===== src/rtl/offset_cal_pkg.sv =====
package offset_cal_pkg;

  // Sequencer states shared by the controller and its checks
  typedef enum logic [2:0] {
    ST_POR    = 3'd0,
    ST_IDLE   = 3'd1,
    ST_SET    = 3'd2,
    ST_SETTLE = 3'd3,
    ST_SAMPLE = 3'd4
  } cal_st_e;

  // Cycles per bit: trial, settle window, sample
  function automatic int cycles_per_run(input int code_w, input int settle);
    return code_w * (settle + 2);
  endfunction

endpackage


===== src/rtl/cal_trigger.sv =====
module cal_trigger #(
  parameter int SYNC_N = 2
) (
  input  logic clk,
  input  logic rst,
  input  logic pin_i,
  input  logic cmd_i,
  output logic trig_o
);

  logic [SYNC_N-1:0] sync_q;
  logic              prev_q;
  logic              rise;

  always_ff @(posedge clk) begin
    if (rst) begin
      sync_q <= '0;
      prev_q <= 1'b0;
    end else begin
      sync_q <= {sync_q[SYNC_N-2:0], pin_i};
      prev_q <= sync_q[SYNC_N-1];
    end
  end

  assign rise   = sync_q[SYNC_N-1] & ~prev_q;
  assign trig_o = rise | cmd_i;

  // an edge on the synchronized pin produces exactly one trigger cycle
  a_r4_single_rise: assert property (@(posedge clk) disable iff (rst)
    rise |=> !rise);

endmodule


===== src/rtl/cal_ctrl.sv =====
module cal_ctrl
  import offset_cal_pkg::*;
#(
  parameter int CODE_W   = 8,
  parameter int SETTLE   = 4,
  parameter int POR_WAIT = 64,
  parameter int CLK_HZ   = 200_000_000
) (
  input  logic                      clk,
  input  logic                      rst,
  input  logic                      trig_i,
  output logic                      clr_o,
  output logic                      set_o,
  output logic                      smp_o,
  output logic [$clog2(CODE_W)-1:0] bit_o,
  output logic                      clamp_o
);

  localparam int BIT_W   = $clog2(CODE_W);
  localparam int CNT_MAX = (POR_WAIT > SETTLE) ? POR_WAIT : SETTLE;
  localparam int CNT_W   = $clog2(CNT_MAX + 1);
  localparam logic [BIT_W-1:0] MSB_IDX  = BIT_W'(CODE_W - 1);
  localparam logic [CNT_W-1:0] POR_LAST = CNT_W'(POR_WAIT - 1);
  localparam logic [CNT_W-1:0] SET_LAST = CNT_W'(SETTLE - 1);
  localparam logic [31:0] POR_LIM = 32'(CLK_HZ / 4);   // 250 ms in cycles
  localparam logic [31:0] CMD_LIM = 32'(CLK_HZ / 10);  // 100 ms in cycles

  cal_st_e          st_q;
  logic [CNT_W-1:0] cnt_q;
  logic [BIT_W-1:0] bit_q;
  logic             clamp_q;

  always_ff @(posedge clk) begin
    if (rst) begin
      st_q    <= ST_POR;
      cnt_q   <= '0;
      bit_q   <= MSB_IDX;
      clamp_q <= 1'b1;
    end else begin
      case (st_q)
        ST_POR: begin
          if (cnt_q == POR_LAST) begin
            st_q  <= ST_SET;
            cnt_q <= '0;
            bit_q <= MSB_IDX;
          end else begin
            cnt_q <= cnt_q + 1'b1;
          end
        end
        ST_IDLE: begin
          if (trig_i) begin
            st_q    <= ST_SET;
            bit_q   <= MSB_IDX;
            clamp_q <= 1'b1;
          end
        end
        ST_SET: begin
          st_q  <= ST_SETTLE;
          cnt_q <= '0;
        end
        ST_SETTLE: begin
          if (cnt_q == SET_LAST) st_q <= ST_SAMPLE;
          else                   cnt_q <= cnt_q + 1'b1;
        end
        ST_SAMPLE: begin
          if (bit_q == '0) begin
            st_q    <= ST_IDLE;
            clamp_q <= 1'b0;
          end else begin
            bit_q <= bit_q - 1'b1;
            st_q  <= ST_SET;
          end
        end
        default: st_q <= ST_IDLE;
      endcase
    end
  end

  assign clr_o   = (st_q == ST_IDLE && trig_i) || (st_q == ST_POR && cnt_q == POR_LAST);
  assign set_o   = (st_q == ST_SET);
  assign smp_o   = (st_q == ST_SAMPLE);
  assign bit_o   = bit_q;
  assign clamp_o = clamp_q;

  // Run-length watch for the duration bounds
  logic [31:0] run_q;
  logic        por_q;
  always_ff @(posedge clk) begin
    if (rst) begin
      run_q <= '0;
      por_q <= 1'b1;
    end else if (clamp_q) begin
      run_q <= run_q + 1'b1;
    end else begin
      run_q <= '0;
      por_q <= 1'b0;
    end
  end

  // each run ends within its time budget
  a_r9_run_bounded: assert property (@(posedge clk) disable iff (rst)
    clamp_q |-> (run_q < (por_q ? POR_LIM : CMD_LIM)));

  // a trigger during the settle window does not disturb the walk
  a_r7_busy_ignores_trig: assert property (@(posedge clk) disable iff (rst)
    (st_q == ST_SETTLE && trig_i) |=> (st_q == ST_SETTLE || st_q == ST_SAMPLE));

  // the power-on wait cannot be cut short by a trigger
  a_r7_por_ignores_trig: assert property (@(posedge clk) disable iff (rst)
    (st_q == ST_POR && cnt_q != POR_LAST && trig_i) |=> st_q == ST_POR);

  // an idle trigger raises the clamp on the next edge
  a_r3_start: assert property (@(posedge clk) disable iff (rst)
    (st_q == ST_IDLE && trig_i) |=> clamp_q);

endmodule


===== src/rtl/sar_channel.sv =====
module sar_channel #(
  parameter int CODE_W = 8
) (
  input  logic                      clk,
  input  logic                      rst,
  input  logic                      clr_i,
  input  logic                      set_i,
  input  logic                      smp_i,
  input  logic [$clog2(CODE_W)-1:0] bit_i,
  input  logic                      cmp_i,
  output logic [CODE_W-1:0]         code_o
);

  localparam logic [CODE_W-1:0] MID = CODE_W'(1) << (CODE_W - 1);

  logic [CODE_W-1:0] code_q;

  always_ff @(posedge clk) begin
    if (rst)                 code_q <= MID;
    else if (clr_i)          code_q <= '0;
    else if (set_i)          code_q[bit_i] <= 1'b1;
    else if (smp_i && cmp_i) code_q[bit_i] <= 1'b0;
  end

  assign code_o = code_q;

  // a sample step never raises the code
  a_r5_sample_no_raise: assert property (@(posedge clk) disable iff (rst)
    smp_i |=> code_q <= $past(code_q));

  // a trial step never lowers the code
  a_r5_trial_no_lower: assert property (@(posedge clk) disable iff (rst)
    set_i |=> code_q >= $past(code_q));

  // with no sequencer step the code holds
  a_r8_hold: assert property (@(posedge clk) disable iff (rst)
    !(clr_i || set_i || smp_i) |=> $stable(code_q));

endmodule


===== src/rtl/offset_cal_seq.sv =====
module offset_cal_seq
  import offset_cal_pkg::*;
#(
  parameter int NUM_CH   = 4,
  parameter int CODE_W   = 8,
  parameter int SETTLE   = 4,
  parameter int POR_WAIT = 64,
  parameter int CLK_HZ   = 200_000_000
) (
  input  logic                     clk,
  input  logic                     rst,
  input  logic                     cal_pin,
  input  logic                     cal_cmd,
  input  logic [NUM_CH-1:0]        cmp_hi,
  output logic [NUM_CH*CODE_W-1:0] dac_code,
  output logic                     clamp,
  output logic                     busy
);

  localparam int BIT_W = $clog2(CODE_W);

  logic             trig;
  logic             clr, set_s, smp;
  logic [BIT_W-1:0] bit_idx;
  logic             clamp_s;

  cal_trigger #(.SYNC_N(2)) u_trig (
    .clk    (clk),
    .rst    (rst),
    .pin_i  (cal_pin),
    .cmd_i  (cal_cmd),
    .trig_o (trig)
  );

  cal_ctrl #(
    .CODE_W   (CODE_W),
    .SETTLE   (SETTLE),
    .POR_WAIT (POR_WAIT),
    .CLK_HZ   (CLK_HZ)
  ) u_ctrl (
    .clk     (clk),
    .rst     (rst),
    .trig_i  (trig),
    .clr_o   (clr),
    .set_o   (set_s),
    .smp_o   (smp),
    .bit_o   (bit_idx),
    .clamp_o (clamp_s)
  );

  for (genvar gi = 0; gi < NUM_CH; gi++) begin : g_ch
    sar_channel #(.CODE_W(CODE_W)) u_ch (
      .clk    (clk),
      .rst    (rst),
      .clr_i  (clr),
      .set_i  (set_s),
      .smp_i  (smp),
      .bit_i  (bit_idx),
      .cmp_i  (cmp_hi[gi]),
      .code_o (dac_code[gi*CODE_W +: CODE_W])
    );
  end

  assign clamp = clamp_s;
  assign busy  = clamp_s;

  // reset holds the clamp on
  a_r1_reset_clamp: assert property (@(posedge clk) rst |=> clamp);

endmodule


===== config.mk =====
export PLATFORM = sky130hd
export DESIGN_NAME = offset_cal_seq
export DESIGN_NICKNAME = d
export VERILOG_FILES = /design/src/rtl/offset_cal_pkg.sv /design/src/rtl/cal_trigger.sv /design/src/rtl/cal_ctrl.sv /design/src/rtl/sar_channel.sv /design/src/rtl/offset_cal_seq.sv
export SDC_FILE = /design/constraint.sdc
export NUM_CORES = 1
export LEC_CHECK = 0
export BUFFER_PORTS_ARGS = -buffer_cell sky130_fd_sc_hd__buf_2
export CORE_UTILIZATION = 30
export DETAILED_ROUTE_END_ITERATION = 16
export SLEW_MARGIN = 25
export SYNTH_ARGS = -nofsm -noshare
export SYNTH_HDL_FRONTEND = slang
export SYNTH_SLANG_ARGS = --single-unit

===== constraint.sdc =====
create_clock -name clk -period 1.7 [get_ports clk]
set_input_delay 0.085 -clock clk [delete_from_list [all_inputs] [get_ports clk]]
set_output_delay 0.085 -clock clk [all_outputs]
set_load 0.01 [all_outputs]

==> key figures, run 1 <==
Global routing
  – M3 GR Usage: 3.31%
  – Total GRT Usage: 14.5%
  – Vias in the first global route: 1778
  – Met1 global-route usage: 19.5%
  – Global-route wire length before repair: 8.31 mm
  – Most Crowded Layer GR: met2
  – Largest net degree at the start of global routing: 29
  – Total gr overflow: 0
  – Initial antenna violation count: 0
  – Met2 Track Usage GR: 22.7%

Setup path
  – Worst Path Required: 1.95 ns
  – Crit start category: flop
  – Worst r2r dst: u_ctrl.cnt_q[5]
  – Reg2Reg Launch Point: u_ctrl.cnt_q[0]
  – Crit Path Max Fanout: 6
  – FF-to-FF setup slack: -0.06 ns
  – Crit path arrival time: 2.01 ns
  – Crit path kind: reg2reg
  – Critical Path End Type: flop
  – R2R cell count: 5

Timing
  – Final setup fails: 3
  – Highest clock rate: 568 MHz
  – Final period util: 104%
  – Worst slew pin tran: 0.437 ns
  – Final Hold Fails: 0
  – Relative slew slack: 70.8%
  – WHS: 0.121 ns
  – Setup ws final: -0.0595 ns
  – Unrepaired setup endpoints after global routing: true
  – Clock Skew: 0.00589 ns
  – Final Max Slew Viols: 0
  – Minimum clock period: 1.76 ns

Run status
  – Failing checks: negative setup slack
  – Run status: finished with violations

Yosys
  – Mapped cell area: 2090 sq um
  – Synth Flop Type: dfxtp_1
  – Yosys cell types: 40
  – Synth top cells by count: 49 x dfxtp_1, 39 x a21oi_1, 35 x o21ai_0
  – Post-Syn Nets: 246
  – EDFF count, synth: 0
  – Top-area cell type share of the netlist area: 47.0%
  – Asr flop ratio synth: 0%
  – Ranking of synthesized cells by area: dfxtp_1 47%, a21oi_1 9.4%, o21ai_0 8.4%
  – Seq/Total Area, Yosys: 47.0%
  – Post-Synthesis Cells: 235
  – Synth warnings: 0
  – Cell taking the most area after synthesis: dfxtp_1
  – FF+latch count, synth: 49
  – Count leader, synth: dfxtp_1
  – Mean post-synth cell area: 8.88 sq um

Hold path
  – Worst Hold Endpoint: u_trig.prev_q
  – Min-delay src: rst
  – Min-delay worst type: in2reg
  – Hold Path Cell Cnt: 2

Floorplanning
  – Core area: 6760 sq um
  – Die Y: 85.4 um
  – FP Rows: 30
  – Die W: 85.4 um
  – Starting Density: 30.9%
  – Area of the die: 7290 sq um
  – Io pins: 42

Cells and area
  – Fill cells: 693
  – Layout Utilization: 39.1%
  – Ant diodes: 0
  – Fraction of layout cells with a size suffix above 1: 29.5%
  – Nets: 305
  – Syn-to-layout area delta: 26.5%

Power
  – Switch share: 24.0%
  – Pleak: 1.10 nW
  – Combinational fraction of design power: 4.4%
  – Max rail drop VDD: 0.322 mV
  – Internal cell power: 1.49 mW
  – Pwr Density: 742 nW/um^2
  – Power share of the clock group: 36.1%
  – Switch Pwr: 469 uW
  – Reg power frac: 59.5%

Route
  – Pre-antenna DRT Iters: 4
  – Final ANT Viol Nets: 0
  – Average wire per standard cell: 13.3 um
  – Initial DRC Count: 89
  – Vias per cell: 5.07
  – DRC Markers: 0
  – Final wirelength: 5.00 mm
  – Via count: 1901

CTS
  – Clock slew at reported path FFs: 0.09 ns
  – CTS buffer count: 5
  – Root buffer selected by CTS: clkbuf_8
  – CTS tree: done
  – H-tree lvl count: 2
  – TritonCTS Sinks: 49
  – Clk_lat worst skew: 0.31 ns
  – Clock tree buffer depth: 2

Placed design
  – Detail Placement HPWL: 3.52 mm
  – Port bufs: 41
  – RePlAce Congestion: 0.756

Run
  – Maximum Capacitance Violations: 0
==> worst max-delay path: stages, from the launching register on <==
cell and delay, ns:
dfxtp_4 0.37, ha_4 0.16, nor2b_4 0.12, a311o_1 0.41
or4_4 0.54, a21oi_2 0.11
==> power groups by stage <==
stage,Combinational [mW],Clock (mW),Sequential [mW]
5_1_grt,0.0952,0.771,1.17
3_3_place_gp,0.0726,0,1.19
2_1_floorplan,0.0513,0,1.19
4_1_cts,0.0750,0.716,1.17
3_5_place_dp,0.0733,0,1.19
6_report,0.0861,0.707,1.17
==> how the worst max path moves through the flow <==
stage | start | to | depth (start not counted)
detailed placement | u_ctrl.cnt_q[0] | u_ctrl.cnt_q[5] | 5
global placement | u_ctrl.cnt_q[0] | u_ctrl.cnt_q[5] | 5
global route | u_ctrl.cnt_q[0] | u_ctrl.cnt_q[3] | 6
floorplan | u_ctrl.cnt_q[0] | u_ctrl.cnt_q[3] | 6
finish | u_ctrl.cnt_q[0] | u_ctrl.cnt_q[5] | 5
CTS | u_ctrl.cnt_q[0] | u_ctrl.cnt_q[3] | 5
==> routing by layer <==
layer  share of wire, %  vias up
met2                 46       43
met1                 49      889
met3                4.0        4
met5                  0        -
li1                   -      965
met4               0.68        0
==> cells in the final DEF, fill, tap and decap left out, types with 2 or more instances in the layout <==
cell      Yosys  layout
clkbuf_8      0       5
nor3b_1       5       4
ha_1          3       2
o31ai_1       2       2
or4_4         0       2
nor3_1        4       4
nand2_1      11      10
buf_2         1      41
buf_4         1      20
and3_1        2       2
nor2b_1       5       5
a21oi_1      39      36
nand3_1      10      10
mux2i_1       3       3
nor2_1       15      15
nor2b_4       1       2
o211a_1       2       2
o21ai_0      35      35
nand2b_1      3       3
a21oi_2       0       3
inv_1         6       6
dfxtp_1      49      47
a21o_1        3       3
or3_1         7       7
==> kinds of logic after synthesis <==
kind of cell	Yosys count	share of synthesized area, %
AO/OA/AOI/OAI	90	25.1
adder cells (fa/ha/maj)	3	1.80
AND/OR/NAND/NOR	71	19.1
flip-flops	49	47.0
buffers and inverters	17	4.74
XOR/XNOR	2	0.840
multiplexers	3	1.44
==> through the flow <==
step                setup WS (ns)  std cells  area [sq um]  TNS [ns]  power [mW]
finish                    -0.0595        375          2640    -0.124        1.96
detailed placement         0.0228        361          2470         0        1.27
global route               -0.145        375          2640     -1.03        2.03
global placement           0.0513        361          2470         0        1.27
floorplan                  0.0293        235          2110         0        1.24
CTS                       0.00538        370          2570         0        1.96
==> final cells by class <==
class                   count  area [sq um]  share of cell area, %
clock inverters             3          21.3                  0.806
multi-input cells         169          1050                   40.0
well taps                  80           100                   3.79
inverters                   6          22.5                  0.853
clock buffers               5          68.8                   2.61
flip-flops and latches     49           986                   37.4
repair buffers             63           385                   14.6
==> repair_timing <==
action | in CTS | in global routing
setup endpoints to repair | 0 | 36
resized for setup | 0 | 8
buffers inserted | 0 | 5
endpoints found under the hold margin | 1 | 0
hold buffers | 1 | 0
No activity file was read; power rests on OpenSTA's default activity.
==> run 2, diff against run 1 <==
--- a/config.mk
+++ b/config.mk
@@ -6,8 +6,13 @@
 export NUM_CORES = 1
 export LEC_CHECK = 0
 export BUFFER_PORTS_ARGS = -buffer_cell sky130_fd_sc_hd__buf_2
+export CELL_PAD_IN_SITES_DETAIL_PLACEMENT = 1
+export CELL_PAD_IN_SITES_GLOBAL_PLACEMENT = 1
+export CORE_ASPECT_RATIO = 1.25
 export CORE_UTILIZATION = 30
+export CTS_CLUSTER_SIZE = 16
 export DETAILED_ROUTE_END_ITERATION = 16
+export PLACE_DENSITY_LB_ADDON = 0.1
 export SLEW_MARGIN = 25
 export SYNTH_ARGS = -nofsm -noshare
 export SYNTH_HDL_FRONTEND = slang
==> key figures, run 2 (synthesis gave the netlist of run 1 again) <==
Run status
  – Run status: finished with violations
  – Failing checks: negative setup slack

Cells and area
  – Commonest non-fill, non-tap cells in the layout: 47 x dfxtp_1, 41 x buf_2, 37 x a21oi_1, 35 x o21ai_0, 27 x buf_4
  – Area occupied by multi-input gates: 1060 sq um (+0.36%)
  – Fraction of layout cells with a size suffix above 1: 31.5% (+2.0 points)
  – Nets: 312 (+2.3%)
  – Most common library cell in the layout ignoring fill and taps: dfxtp_1
  – Ant diodes: 0 (unchanged)
  – Fill cells: 807 (+16%)
  – Syn-to-layout area delta: 29.5%
  – Sequential Area: 983 sq um (-0.25%)
  – Post-Layout Cell Count: 389 (+3.7%)
  – Post-Layout Inst Area: 2700 sq um (+2.4%)

Route
  – Average wire per standard cell: 14.5 um (+8.9%)
  – Vias per cell: 4.95 (-2.4%)
  – Initial DRC Count: 36 (-60%)
  – Final wirelength: 5.65 mm (+13%)
  – Via count: 1925 (+1.3%)
  – Final ANT Viol Nets: 0 (unchanged)
  – Pre-antenna DRT Iters: 4 (unchanged)
  – DRC Markers: 0 (unchanged)

Timing
  – Relative slew slack: 73.0% (+2.2 points)
  – Final Hold Fails: 0 (unchanged)
  – Setup ws final: -0.0253 ns (+0.0343 ns)
  – Final setup fails: 2 (-1)
  – Worst slew pin tran: 0.405 ns (-0.0318 ns)
  – Setup TNS: -0.0394 ns (+0.0845 ns)
  – Clock Skew: 0.00579 ns (-0.0000968 ns)
  – Unrepaired setup endpoints after global routing: true
  – Final Max Slew Viols: 0 (unchanged)
  – Highest clock rate: 580 MHz (+2.0%)
  – Final period util: 101% (-2.0 points)
  – Minimum clock period: 1.73 ns (-0.0343 ns)

Power
  – Pwr Density: 728 nW/um^2 (-2.0%)
  – Max rail drop VDD: 0.289 mV (-10%)
  – Pleak: 1.14 nW (+3.3%)
  – Power, Total: 1.97 mW (+0.34%)

Placed design
  – RePlAce Congestion: 0.756 (about the same)
  – Detail Placement HPWL: 4.23 mm (+20%)
  – Cell Area, Placed: 2530 sq um (+2.5%)
  – Placed Cells: 375 (+3.9%)
  – Post-placement setup slack: 0.00275 ns (-0.0201 ns)
  – Port bufs: 41 (unchanged)

Setup path
  – Worst Path Required: 1.94 ns (about the same)
  – CP delay by family, top: simple AND/OR/NAND/NOR gates
  – Crit path arrival time: 1.97 ns (-0.04 ns)
  – CP max-delay cell: or4_4
  – Reg2Reg Launch Point: u_ctrl.cnt_q[0]
  – FF-to-FF setup slack: -0.03 ns (+0.03 ns)
  – Critical Path End Type: flop
  – Worst path cell trace: ha_4 > nor2b_4 > a311o_2 > or4_4 > a21oi_2
  – Critical path origin: u_ctrl.cnt_q[0]
  – Stages on the worst setup path: 5 (unchanged)
  – CP max stage delay: 0.50 ns (-0.04 ns)
  – Crit path kind: reg2reg
  – WP buf/inv: 0 (unchanged)
  – R2R cell count: 5 (unchanged)
  – Crit Path Max Fanout: 6 (unchanged)
  – Crit start category: flop

CTS
  – CTS tree: done
  – Clk_lat worst skew: 0.30 ns (about the same)
  – Clock tree buffer depth: 2 (unchanged)
  – H-tree lvl count: 2 (unchanged)
  – Root buffer selected by CTS: clkbuf_8
  – CTS buffer count: 5 (unchanged)
  – Clock slew at reported path FFs: 0.09 ns (about the same)
  – TritonCTS Sinks: 49 (unchanged)

Hold path
  – Min-delay worst type: in2reg
  – Min-delay src: rst
  – Hold Path Cell Cnt: 2 (unchanged)

Global routing
  – Total GRT Usage: 16.4% (+2.0 points)
  – Global-route wire length before repair: 9.32 mm (+12%)
  – Vias in the first global route: 1907 (+7.3%)
  – Largest net degree at the start of global routing: 29 (unchanged)
  – Total gr overflow: 0 (unchanged)
  – Initial antenna violation count: 0 (unchanged)

Floorplanning
  – Io pins: 42 (unchanged)
  – Die Y: 95.2 um (+12%)
  – FP Rows: 33 (+10%)
  – Core area: 6650 sq um (-1.6%)
  – Die W: 76.6 um (-10%)
  – Starting Density: 31.4% (+0.51 points)
  – Area of the die: 7290 sq um (about the same)

Run
  – Maximum Capacitance Violations: 0 (unchanged)
## run 2: metal layers
metal  track usage (%)  vias up  wire (um)
met5                 0        -          0
met4              5.29        0         66
met3              3.44        5        148
met2              30.0       27       2880
met1              19.3      913       2560
li1                  -      980          -
## run 2: timing repair
item | 4_1_cts | 5_1_grt
setup endpoints to repair | 2 | 16
hold buffers | 1 | 0
resized for setup | 0 | 8
setup buffers | 4 | 1
endpoints found under the hold margin | 1 | 0
pin swaps | 2 | 6
## run 2: power by group
group          internal, mW  total [mW]  switching [mW]
registers              1.16        1.16         0.00679
logic                0.0467      0.0994          0.0527
clock network         0.293       0.702           0.409
total                  1.50        1.97           0.469
## run 2: area by class of cell
| type | instances | share of cell area (%) |
|---|---|---|
| flip-flops and latches | 49 | 36.4 |
| inverters | 6 | 0.834 |
| multi-input cells | 169 | 39.2 |
| repair buffers | 70 | 16.2 |
| well taps | 87 | 4.03 |
| clock inverters | 3 | 0.787 |
| clock buffers | 5 | 2.55 |
## run 2: worst paths after layout
check / to
max: u_ctrl.cnt_q[3]
min: u_trig.prev_q
max reg2reg: u_ctrl.cnt_q[3]
min reg2reg: u_trig.sync_q[1]
## run 2: through the flow
step,hold slack (ns),util (%)
2_1_floorplan,0.213,-
3_3_place_gp,0.299,38.1
3_5_place_dp,0.311,38.1
4_1_cts,0.131,40.1
5_1_grt,0.149,40.6
6_report,0.132,40.6
==> run 3, diff against run 2 <==
--- a/config.mk
+++ b/config.mk
@@ -9,7 +9,7 @@
 export CELL_PAD_IN_SITES_DETAIL_PLACEMENT = 1
 export CELL_PAD_IN_SITES_GLOBAL_PLACEMENT = 1
 export CORE_ASPECT_RATIO = 1.25
-export CORE_UTILIZATION = 30
+export CORE_UTILIZATION = 36
 export CTS_CLUSTER_SIZE = 16
 export DETAILED_ROUTE_END_ITERATION = 16
 export PLACE_DENSITY_LB_ADDON = 0.1
==> key figures, run 3 (synthesis gave the netlist of run 1 again) <==
Placed design
  – Detail Placement HPWL: 4.17 mm (-1.3%)
  – Cell Area, Placed: 2500 sq um (-1.4%)
  – RePlAce Congestion: 0.755 (-0.17%)
  – Port bufs: 41 (unchanged)
  – Post-placement setup slack: -0.0160 ns (-0.0188 ns)

CTS
  – TritonCTS Sinks: 49 (unchanged)
  – Root buffer selected by CTS: clkbuf_8
  – Clock tree buffer depth: 2 (unchanged)
  – CTS buffer count: 5 (unchanged)
  – Clk_lat worst skew: 0.30 ns (about the same)
  – CTS tree: done
  – H-tree lvl count: 2 (unchanged)
  – Clock slew at reported path FFs: 0.09 ns (about the same)

Route
  – Via count: 1994 (+3.6%)
  – DR top layer: met4
  – Final wirelength: 5.90 mm (+4.5%)
  – Average wire per standard cell: 16.1 um (+11%)
  – Initial DRC Count: 84 (+130%)
  – Final ANT Viol Nets: 0 (unchanged)
  – Wl on met1: 2.38 mm (-7.1%)
  – Pre-antenna DRT Iters: 4 (unchanged)
  – Metal3 WL: 126 um (-15%)
  – DR WL met2: 3.35 mm (+16%)
  – DRC Markers: 0 (unchanged)
  – Vias per cell: 5.43 (+9.8%)

Setup path
  – FF-to-FF setup slack: 0.002 ns (+0.03 ns)
  – Critical Path End Type: flop
  – Crit path kind: reg2reg
  – Crit start category: flop
  – Crit path arrival time: 1.92 ns (-0.05 ns)
  – Worst path cell trace: ha_4 > nor2b_4 > a311o_1 > or4_4 > a21oi_2
  – Critical Path Sink: u_ctrl.cnt_q[3]
  – Reg2Reg Launch Point: u_ctrl.cnt_q[1]
  – CP max stage delay: 0.50 ns (about the same)
  – Worst Path Required: 1.92 ns (-0.02 ns)
  – Crit Path Max Fanout: 6 (unchanged)
  – Critical path origin: u_ctrl.cnt_q[1]
  – Worst r2r dst: u_ctrl.cnt_q[3]
  – R2R cell count: 5 (unchanged)
  – CP max-delay cell: or4_4

Timing
  – Unrepaired setup endpoints after global routing: true
  – Final setup fails: 0 (-2)
  – Worst slew pin tran: 0.513 ns (+0.108 ns)
  – Highest clock rate: 589 MHz (+1.6%)
  – Setup TNS: 0 ns (+0.0394 ns)
  – Relative slew slack: 65.7% (-7.3 points)
  – Final Max Slew Viols: 0 (unchanged)
  – Final period util: 99.9% (-1.6 points)
  – Minimum clock period: 1.70 ns (-0.0277 ns)
  – Setup ws final: 0.00247 ns (+0.0277 ns)
  – Clock Skew: 0.0118 ns (+0.00601 ns)
  – Final Hold Fails: 0 (unchanged)

Cells and area
  – Most common library cell in the layout ignoring fill and taps: dfxtp_1
  – Nets: 314 (+0.64%)
  – Fraction of layout cells with a size suffix above 1: 31.4% (-0.10 points)
  – Post-Layout Inst Area: 2730 sq um (+1.2%)
  – Layout Utilization: 49.5% (+8.9 points)
  – Commonest non-fill, non-tap cells in the layout: 46 x dfxtp_1, 41 x buf_2, 37 x a21oi_1, 34 x o21ai_0, 26 x buf_4
  – Fill cells: 670 (-17%)
  – Ant diodes: 0 (unchanged)
  – Syn-to-layout area delta: 31.0%

Power
  – Combinational fraction of design power: 5.0% (about the same)
  – Switch share: 20.9% (-3.0 points)
  – Power share of the clock group: 38.5% (+2.8 points)
  – Pleak: 1.18 nW (+3.2%)
  – Reg power frac: 56.4% (-2.8 points)
  – Pwr Density: 758 nW/um^2 (+4.1%)
  – Power, Total: 2.07 mW (+5.3%)
  – Switch Pwr: 433 uW (-7.7%)
  – Internal cell power: 1.64 mW (+9.4%)
  – Max rail drop VDD: 0.318 mV (+9.7%)

Hold path
  – Min-delay worst type: in2reg

Floorplanning
  – Area of the die: 6100 sq um (-16%)
  – Io pins: 42 (unchanged)
  – FP Rows: 30 (-9.1%)
  – Starting Density: 37.8% (+6.4 points)
  – Die W: 70.1 um (-8.5%)
  – Core area: 5520 sq um (-17%)
  – Die Y: 87.1 um (-8.5%)

Global routing
  – Initial antenna violation count: 0 (unchanged)
  – Total gr overflow: 0 (unchanged)
  – Largest net degree at the start of global routing: 29 (unchanged)
  – Global-route wire length before repair: 9.20 mm (-1.3%)
  – Vias in the first global route: 1832 (-3.9%)
  – Total GRT Usage: 18.9% (+2.4 points)

Run
  – Maximum Capacitance Violations: 0 (unchanged)

Run status
  – Run status: finished clean
run 3: metal layers:
layer | GRT usage, % | vias up
met4 | 4.91 | 0
met5 | 0 | -
met3 | 2.78 | 5
met2 | 36.5 | 26
met1 | 21.6 | 982
li1 | - | 981
run 3: power groups by stage:
stage                     sequential (mW)  clock, mW  combinational [mW]
after global placement               1.19          0              0.0750
after CTS                            1.17      0.832              0.0785
after global routing                 1.17      0.874               0.115
after detailed placement             1.19          0              0.0761
final                                1.17      0.798               0.104
after floorplan                      1.19          0              0.0513
run 3: worst min path at each step:
stage	startpoint	end	cells after the start
3_5_place_dp	cal_pin	u_trig.sync_q[0]	2
4_1_cts	rst	u_trig.sync_q[1]	2
3_3_place_gp	cal_pin	u_trig.sync_q[0]	2
6_report	rst	u_trig.prev_q	2
5_1_grt	rst	u_trig.prev_q	2
2_1_floorplan	cal_pin	u_trig.sync_q[0]	1
run 3: through the flow:
stage	std cells	hold WS, ns
floorplan	235	0.213
global placement	351	0.296
detailed placement	351	0.305
CTS	359	0.143
global route	367	0.162
finish	367	0.149
run 3: repair_timing:
action,4_1_cts,5_1_grt
pin swaps,0,2
resized for setup,1,10
gates cloned,0,2
hold endpoints to repair,1,0
hold buffers,1,0
setup buffers,0,6
endpoints found under the setup margin,4,37
run 3: layout make-up:
class	instances	area (sq um)	area share, %
Tap cell	64	80.1	2.93
Clock inverter	2	35.0	1.28
Sequential cell	49	987	36.1
Inverter	6	22.5	0.824
Timing Repair Buffer	72	478	17.5
Clock buffer	5	68.8	2.52
Multi-Input combinational cell	169	1060	38.8
run 3: worst max-delay path, delay by kind of cell (launching register included):
| family | cells | cell delay (ns) |
|---|---|---|
| compound gates | 2 | 0.48 |
| flops | 1 | 0.36 |
| fa+ha+maj | 1 | 0.16 |
| simple gates | 2 | 0.63 |
